**src/rtl/seg_pkg.sv**
```systemverilog
package seg_pkg;
  localparam int unsigned DEF_ADDR_W = 64;
  localparam int unsigned DEF_SEL_W  = 3;

  typedef enum logic {
    PRIV_SUPER = 1'b0,
    PRIV_USER  = 1'b1
  } priv_e;

  // selectors reachable in user mode: data(1), stack(6), code(7)
  localparam logic [7:0] DEF_USER_MASK = 8'b1100_0010;
  localparam logic [2:0] DEF_CODE_SEL  = 3'd7;
endpackage

```
**src/rtl/seg_regfile.sv**
```systemverilog
module seg_regfile #(
  parameter int unsigned ADDR_W = seg_pkg::DEF_ADDR_W,
  parameter int unsigned SEL_W  = seg_pkg::DEF_SEL_W,
  localparam int unsigned NSEG  = 1 << SEL_W
) (
  input  logic              clk,
  input  logic              rst_n,
  input  logic              wr_en,
  input  seg_pkg::priv_e    wr_priv,
  input  logic [SEL_W-1:0]  wr_sel,
  input  logic [ADDR_W-1:0] wr_base,
  input  logic [SEL_W-1:0]  rd_sel,
  output logic [ADDR_W-1:0] rd_base,
  output logic              wr_fault
);
  logic [NSEG-1:0][ADDR_W-1:0] base_q;
  logic                        wr_ok;

  assign wr_ok = wr_en && (wr_priv == seg_pkg::PRIV_SUPER);

  for (genvar g = 0; g < NSEG; g++) begin : g_seg
    always_ff @(posedge clk) begin
      if (!rst_n)
        base_q[g] <= '0;
      else if (wr_ok && (wr_sel == SEL_W'(g)))
        base_q[g] <= wr_base;
    end
  end

  always_ff @(posedge clk) begin
    if (!rst_n) wr_fault <= 1'b0;
    else        wr_fault <= wr_en && (wr_priv == seg_pkg::PRIV_USER);
  end

  assign rd_base = base_q[rd_sel];

  p_user_write_ignored_r8: assert property (@(posedge clk) disable iff (!rst_n)
    (wr_en && wr_priv == seg_pkg::PRIV_USER) |=> $stable(base_q));
  p_fault_after_user_write_r8: assert property (@(posedge clk) disable iff (!rst_n)
    (wr_en && wr_priv == seg_pkg::PRIV_USER) |=> wr_fault);
  p_no_spurious_fault_r8: assert property (@(posedge clk) disable iff (!rst_n)
    (!wr_en || wr_priv == seg_pkg::PRIV_SUPER) |=> !wr_fault);
endmodule

```
**src/rtl/seg_perm.sv**
```systemverilog
module seg_perm #(
  parameter int unsigned SEL_W     = seg_pkg::DEF_SEL_W,
  localparam int unsigned NSEG     = 1 << SEL_W,
  parameter logic [NSEG-1:0] USER_MASK = seg_pkg::DEF_USER_MASK
) (
  input  logic [SEL_W-1:0] sel,
  input  seg_pkg::priv_e   priv,
  output logic             fault
);
  logic [NSEG-1:0] sel_dec;

  always_comb begin
    sel_dec = '0;
    sel_dec[sel] = 1'b1;
  end

  assign fault = (priv == seg_pkg::PRIV_USER) && ((sel_dec & USER_MASK) == '0);
endmodule

```
**src/rtl/seg_out_stage.sv**
```systemverilog
module seg_out_stage #(
  parameter int unsigned ADDR_W = seg_pkg::DEF_ADDR_W
) (
  input  logic              clk,
  input  logic              rst_n,
  input  logic              in_valid,
  output logic              in_ready,
  input  logic [ADDR_W-1:0] in_addr,
  input  logic              in_fault,
  output logic              out_valid,
  input  logic              out_ready,
  output logic [ADDR_W-1:0] out_addr,
  output logic              out_ok,
  output logic              out_fault
);
  logic              v_q;
  logic              f_q;
  logic [ADDR_W-1:0] a_q;

  assign in_ready = !v_q || out_ready;

  always_ff @(posedge clk) begin
    if (!rst_n) begin
      v_q <= 1'b0;
      f_q <= 1'b0;
    end else if (in_ready) begin
      v_q <= in_valid;
      f_q <= in_valid && in_fault;
    end
  end

  always_ff @(posedge clk) begin
    if (in_ready && in_valid) a_q <= in_addr;
  end

  assign out_valid = v_q;
  assign out_addr  = a_q;
  assign out_fault = v_q && f_q;
  assign out_ok    = v_q && !f_q;

  p_fault_blocks_ok_r5: assert property (@(posedge clk) disable iff (!rst_n)
    out_fault |-> !out_ok);
  p_hold_valid_r9: assert property (@(posedge clk) disable iff (!rst_n)
    (out_valid && !out_ready) |=> out_valid);
  p_hold_data_r9: assert property (@(posedge clk) disable iff (!rst_n)
    (out_valid && !out_ready) |=> ($stable(out_addr) && $stable(out_fault)));
endmodule

```
**src/rtl/seg_sel_unit.sv**
```systemverilog
module seg_sel_unit #(
  parameter int unsigned ADDR_W = seg_pkg::DEF_ADDR_W,
  parameter int unsigned SEL_W  = seg_pkg::DEF_SEL_W,
  localparam int unsigned NSEG  = 1 << SEL_W,
  localparam int unsigned OFF_W = ADDR_W - SEL_W,
  parameter logic [NSEG-1:0]  USER_MASK = seg_pkg::DEF_USER_MASK,
  parameter logic [SEL_W-1:0] CODE_SEL  = seg_pkg::DEF_CODE_SEL
) (
  input  logic              clk,
  input  logic              rst_n,
  input  logic              req_valid,
  output logic              req_ready,
  input  logic [ADDR_W-1:0] req_addr,
  input  logic              req_user,
  input  logic              req_fetch,
  output logic              rsp_valid,
  input  logic              rsp_ready,
  output logic [ADDR_W-1:0] rsp_lin_addr,
  output logic              rsp_ok,
  output logic              rsp_fault,
  input  logic              wr_en,
  input  logic              wr_user,
  input  logic [SEL_W-1:0]  wr_sel,
  input  logic [ADDR_W-1:0] wr_base,
  output logic              wr_fault
);
  import seg_pkg::*;

  logic [SEL_W-1:0]  sel;
  logic [ADDR_W-1:0] offset;
  logic [ADDR_W-1:0] base;
  logic [ADDR_W-1:0] lin;
  logic              perm_fault;
  priv_e             req_priv;
  priv_e             wr_priv;

  assign req_priv = req_user ? PRIV_USER : PRIV_SUPER;
  assign wr_priv  = wr_user  ? PRIV_USER : PRIV_SUPER;

  assign sel    = req_fetch ? CODE_SEL : req_addr[ADDR_W-1 -: SEL_W];
  assign offset = {{SEL_W{1'b0}}, req_addr[OFF_W-1:0]};
  assign lin    = base + offset;

  seg_regfile #(.ADDR_W(ADDR_W), .SEL_W(SEL_W)) i_regs (
    .clk(clk), .rst_n(rst_n), .wr_en(wr_en), .wr_priv(wr_priv),
    .wr_sel(wr_sel), .wr_base(wr_base), .rd_sel(sel), .rd_base(base),
    .wr_fault(wr_fault)
  );

  seg_perm #(.SEL_W(SEL_W), .USER_MASK(USER_MASK)) i_perm (
    .sel(sel), .priv(req_priv), .fault(perm_fault)
  );

  seg_out_stage #(.ADDR_W(ADDR_W)) i_out (
    .clk(clk), .rst_n(rst_n),
    .in_valid(req_valid), .in_ready(req_ready),
    .in_addr(lin), .in_fault(perm_fault),
    .out_valid(rsp_valid), .out_ready(rsp_ready),
    .out_addr(rsp_lin_addr), .out_ok(rsp_ok), .out_fault(rsp_fault)
  );

  p_super_never_faults_r6: assert property (@(posedge clk) disable iff (!rst_n)
    (req_valid && req_ready && !req_user) |=> (rsp_valid && !rsp_fault));
  p_user_fetch_ok_r10: assert property (@(posedge clk) disable iff (!rst_n)
    (req_valid && req_ready && req_fetch) |=> (rsp_valid && rsp_ok));
  p_os_segment_blocked_r5: assert property (@(posedge clk) disable iff (!rst_n)
    (req_valid && req_ready && req_user && !req_fetch && req_addr[ADDR_W-1 -: SEL_W] == SEL_W'(5))
      |=> rsp_fault);
  p_ready_rule_r9: assert property (@(posedge clk) disable iff (!rst_n)
    (!rsp_valid || rsp_ready) |-> req_ready);
endmodule

```
**config.mk**
```make
export PLATFORM = sky130hd
export DESIGN_NAME = seg_sel_unit
export DESIGN_NICKNAME = d
export VERILOG_FILES = /design/src/rtl/seg_pkg.sv /design/src/rtl/seg_regfile.sv /design/src/rtl/seg_perm.sv /design/src/rtl/seg_out_stage.sv /design/src/rtl/seg_sel_unit.sv
export SDC_FILE = /design/constraint.sdc
export NUM_CORES = 2
export LEC_CHECK = 0
export ABC_CLOCK_PERIOD_IN_PS = 5300
export BUFFER_PORTS_ARGS = -buffer_cell sky130_fd_sc_hd__buf_2
export CAP_MARGIN = 10
export CORE_UTILIZATION = 50
export CTS_CLUSTER_SIZE = 8
export DETAILED_ROUTE_END_ITERATION = 10
export PLACE_DENSITY_LB_ADDON = 0.3
export SLEW_MARGIN = 20
export SYNTH_ARGS = -nofsm -noshare
export SYNTH_HDL_FRONTEND = slang
export SYNTH_SLANG_ARGS = --single-unit
```
**constraint.sdc**
```tcl
create_clock -name clk -period 5.3 [get_ports clk]
set_input_delay 0.795 -clock clk [delete_from_list [all_inputs] [get_ports clk]]
set_output_delay 0.795 -clock clk [all_outputs]
set_load 0.03 [all_outputs]
```
; ---- Yosys cells after proc, flatten, opt, wreduce, memory -nomap -nowiden
; Index checks and enable logic that the tools add are counted.
[word_totals]
reg_bits = 579
inputBits = 139
output_inout_bits = 69
elab_cells = 51
[op_classes]
add_sub_neg = 1
order_cmp = 2
eq_ne = 7
n_mux = 7
n_bitwise = 1
n_reduce_logical = 21
[ops]
columns = operator, n
row1 = binary-select mux 64 bit (select 3 bit), 1
row2 = adder 64 x 61 -> 64 bit, 1
row3 = 2-to-1 mux 64 bit, 1
row4 = logical AND 1 bit, 16
row5 = "== test 3 bit, second input constant", 4
row6 = zero test 8 bit, 1
row7 = "== test 3 x 2 -> 1 bit, second input constant", 2
row8 = "less-than comparator 3 x 4 -> 1 bit, second input constant", 1
row9 = demux 1 bit (select 3 bit), 1
row10 = "== test 3 x 1 -> 1 bit, second input constant", 1
row11 = "greater-or-equal comparator 3 x 1 -> 1 bit, second input constant", 1
row12 = zero test 3 bit, 1
row13 = 2-to-1 mux 1 bit, 3
row14 = 2-to-1 mux 3 bit, 1
row15 = zero test 1 bit, 2
row16 = logical OR 1 bit, 1
row17 = NOT 1 bit, 1

; ---- Depth between registers and ports, before layout
[logic_depth]
depth_word = 8
mapped_depth = 18
ltp_nobuf = 16

; ---- Modules after synthesis
; From an unflattened synthesis, not the netlist that was laid out.
[unflattened]
cells_unflattened = 2594
area_unflattened_um2 = 28021.9
[by_module_without_submodules]
columns = mod, instances, cells_each, area_each_um2, seq_area_each_um2
row1 = seg_regfile, 1, 1959, 22112.5, 10269.8
row2 = seg_sel_unit, 1, 557, 3852.4, 0.0
row3 = seg_out_stage, 1, 75, 2034.5, 1961.9
row4 = seg_perm, 1, 3, 22.5, 0.0

; ---- Worst setup path after synthesis
; OpenSTA, ideal clock, no wires.
[synth_path]
kind = input port to flip-flop
from = input req_addr[61]
to = register i_out.a_q[26] (netlist: i_out.out_addr[26]) (data pin)
setup_ns = 0.258
t_arrival_ns = 4.682
required_time_ns = 5.042
slack_ns = 0.360
stages = 18
n_path_buf = 3
path_cell_list = clkbuf_1 -> clkbuf_1 -> buf_1 -> mux4_2 -> nand2_1 -> nand2_1 -> ha_1 -> inv_1 -> fa_1 -> nand2b_1 -> a21oi_1 -> or3_1 -> a41o_1 -> a211o_1 -> a21o_1 -> a21o_1 -> a21oi_1 -> xnor2_1
[synth_via]
elab_chain_len = 4
[synth_rtl]
columns = element, line
row1 = "start, declared", seg_sel_unit.sv:13  ; input logic [ADDR_W-1:0] req_addr,
row2 = 2-to-1 mux 3 bit, seg_sel_unit.sv:40  ; assign sel = req_fetch ? CODE_SEL : req_addr[ADDR_W-1 -: SEL_W];
row3 = binary-select mux 64 bit (select 3 bit), seg_regfile.sv:35  ; assign rd_base = base_q[rd_sel];
row4 = 2-to-1 mux 64 bit (implied by the code), seg_regfile.sv:35
row5 = adder 64 x 61 -> 64 bit, seg_sel_unit.sv:42  ; assign lin = base + offset;
row6 = named net i_out.in_addr[26], seg_out_stage.sv:8  ; input logic [ADDR_W-1:0] in_addr,
row7 = "end signal, assigned", seg_out_stage.sv:33  ; if (in_ready && in_valid) a_q <= in_addr;
row8 = "end, declared", seg_out_stage.sv:18  ; logic [ADDR_W-1:0] a_q;
; The timed path passes the listed nets, and every way through them passes these cells. The select of a mux whose other input is x is not followed.
; A chain may end at the register's enable or synchronous reset.

; ---- Final worst setup path
[layout_path]
from = input req_fetch
to = register i_out.a_q[63] (netlist: i_out.out_addr[63]) (data pin)
[layout_via]
elab_chain_len = 4
[layout_rtl]
columns = element, line
row1 = "start, declared", seg_sel_unit.sv:15  ; input logic req_fetch,
row2 = 2-to-1 mux 3 bit, seg_sel_unit.sv:40
row3 = binary-select mux 64 bit (select 3 bit), seg_regfile.sv:35
row4 = 2-to-1 mux 64 bit (implied by the code), seg_regfile.sv:35
row5 = adder 64 x 61 -> 64 bit, seg_sel_unit.sv:42
row6 = named net i_out.in_addr[63], seg_out_stage.sv:8
; The timed path passes the listed nets, and every way through them passes these cells. The select of a mux whose other input is x is not followed.

==> results.tsv <==
stage	metric	value	unit
worst_setup_path	critical_path_class	in -> reg	
route	ant_nets	0	
yosys	async_flop_share	0	%
worst_setup_path	cp_data_arrival_time	5.10	ns
global_route	grt_first_pass_wirelength	134	mm
global_route	antenna_found_initial	16	
final_layout	stdcell_area	0.0323	mm²
route	vias	23600	
yosys	synth_enable_flop_cells	64	
sta	max_freq	0.211	GHz
sta	hold_viol	0	
yosys	synth.yosys.seq_area_share	42.6	%
worst_setup_path	startpoint	req_fetch	
sta	finClkSkew	0.0280	ns
cts	cts.sinks	579	
sta	rsz0062_at_grt	no	
cts	cts_buffers	82	
worst_setup_path	start_kind	input port	
outcome	status	completed	
cts	postCtsSetupBuffers	0	
yosys	yosysWarnings	0	
die	start_util	50.7	%
route	drt_iter0_drc	2062	
power_and_ir_drop	total_power	10.2	mW
worst_setup_path	required	5.65	ns
cts	cts_tree	yes	
yosys	syn-num-nets	3485	
global_route	gr-total-overflow	0	
global_route	grt_pass1_vias	22900	
final_layout	drive_gt1_share	15.3	%
place	post-dp-hpwl	53.2	mm
yosys	ys_ff_latch	579	
worst_setup_path	crit_slowest_cell	a211oi_1	
place	placed_cell_area	0.0300	mm²
die	ios	208	
worst_setup_path	cpMostUsedCell	nand2_1	
yosys	netlist_instances	3278	
sta	period_share	89.6	%
worst_setup_path	path_cells	buf_2 -> nor2_4 -> buf_4 -> mux4_2 -> nand2_1 -> nand2_1 -> ha_1 -> nand2_1 -> nor4_1 -> o311ai_1 -> a211oi_1 -> o21ai_1 -> buf_4 -> o31ai_1 -> nand3_1 -> xor2_1	
power_and_ir_drop	power_leakage	11.8	nW
global_route	track_usage	29.3	%
sta	slew_headroom	22.7	%
worst_setup_path	rr_startpoint	i_regs.base_q[284]$_SDFFE_PN0P_	
die	die_h	242	µm
final_layout	fillers	5041	
cts	root_buffer	clkbuf_16	
worst_setup_path	cpPeakStageDelay	0.62	ns
cts	post_cts_resized	0	
worst_hold_path	hold_start	req_valid	
die	die_width	242	µm
final_layout	area_growth	12.5	%
route	wl	86.8	mm
die	fp.dieArea	0.0584	mm²
final_layout	final_common_cell	nand2_1	
power_and_ir_drop	peakVddDrop	0.232	mV
cts	clk_latency	0.62	ns
die	num_rows	87	
cts	cts_buffer_depth	3	
place	port_buffers	207	
place	place.gp.congestion	0.966	
yosys	synth-main-ff-cell	dfxtp_1	
route	post_drt_wl_per_cell	21.0	µm
final_layout	fin_nets	3550	
global_route	grt_max_degree	174	
cts	path_clk_slew	0.05	ns
sta	fin_hold_ws	0.442	ns
cts	htree_levels	3	
worst_hold_path	hold_class	in -> reg	
sta	finalSetupViolations	0	
job	drv_cap	0	
route	firstDrtPassIters	6	
sta	worstMarginPinSlew	1.16	ns
power_and_ir_drop	power_density	316	mW/mm²
cts	ctsHoldBuffers	0	
route	vias_per_cell	5.72	
sta	finalCriticalPeriod	4.75	ns
final_layout	layout_common_cells	1252 x nand2_1, 515 x dfxtp_1, 513 x a21boi_0	
worst_setup_path	path_max_fanout	5	
yosys	syn_area	0.0287	mm²
yosys	syn_area_per_cell	8.76	µm²
sta	drv_slew	0	
die	core_area	0.0566	mm²
yosys	yosysUniqueCellTypes	67	
route	drcViolationCount	0	
worst_setup_path	cp-end-kind	register	
layer usage:
layer	up-vias	part of all wire [%]	GRT usage (%)	wire length [µm]
met3	211	7.5	5.32	6550
met5	-	0.13	0	115
met2	938	47	47.3	41000
met4	16	3.5	11.7	3080
li1	11200	-	-	-
met1	11300	42	39.0	36100
critical path, delay by kind of cell:
family,cells,cell delay (ns)
adders and majority gates,1,0.41
and+or+nand+nor,6,1.24
muxes,1,0.50
xor gates and xnor gates,1,0.18
AOI/OAI and AO/OA,4,1.44
buffers and inverters,3,0.54
per-stage QoR:
stage               worst slack [ns]  utilization, %  TNS, ns  std cells
CTS                            0.565            57.0        0       4122
floorplan                      0.360               -        0       3278
finish                         0.551            57.1        0       4131
detailed placement           -0.0747            53.1  -0.0747       4015
global route                   0.259            57.0        0       4127
global placement              0.0194            53.1        0       4015
kinds of logic (layout without fill, tap and decap cells):
group	after synthesis	count (layout)	synth area share, %
flops	579	579	42.6
compound gates	746	746	18.8
mux	126	126	9.88
other cells	0	9	0
simple gates	1387	1387	19.0
buf+inv	311	399	4.92
xor+xnor	61	61	1.86
fa+ha+maj	68	68	2.99
cells in the mapped netlist (all sizes together) (12+ instances only):
library cell     n  area [µm²]
inv             24        90.1
nand3           17        85.1
o21bai          12        90.1
nor2            41         156
xor2            28         245
a21o            37         278
a21boi         515        3870
xnor2           33         289
o21ai           39         199
a21oi           78         394
ha              67         838
clkbuf         198         748
nand4           12        75.1
mux4           126        2840
nand2         1254        4710
dfxtp          515       10300
edfxtp          64        1920
buf             89         574
sequential cells by signal (all words and copies together) (netlist names):
name / count
i_out.f_q: 1
i_out.out_addr: 64
i_out.out_valid: 1
i_regs.base_q: 512
i_regs.wr_fault: 1
power by group:
group	total (mW)	internal, mW	switching (mW)
registers	4.57	4.54	0.0342
clock network	4.76	2.90	1.86
logic	0.871	0.302	0.569
final timing paths:
check	end	slack, ns	cells past startpoint
worst min-delay path	i_out.out_valid$_SDFFE_PN0N_	0.44	3
worst max-delay path	i_out.out_addr[63]$_DFFE_PP_	0.55	16
worst max register to register	i_out.out_addr[63]$_DFFE_PP_	1.11	13
worst min register to register	i_regs.base_q[329]$_SDFFE_PN0P_	0.46	2
area by class of cell:
type / instances / area (µm²) / area share (%)
multi-input combinational: 2388 / 15200 / 47.0
clock inverter: 3 / 47.5 / 0.147
timing repair buffer: 268 / 1600 / 4.94
inverter: 24 / 90.1 / 0.279
clock buffer: 104 / 2200 / 6.81
antenna: 9 / 22.5 / 0.0697
tap: 756 / 946 / 2.93
sequential: 579 / 12200 / 37.9
Power figures use the tool's default switching activity.
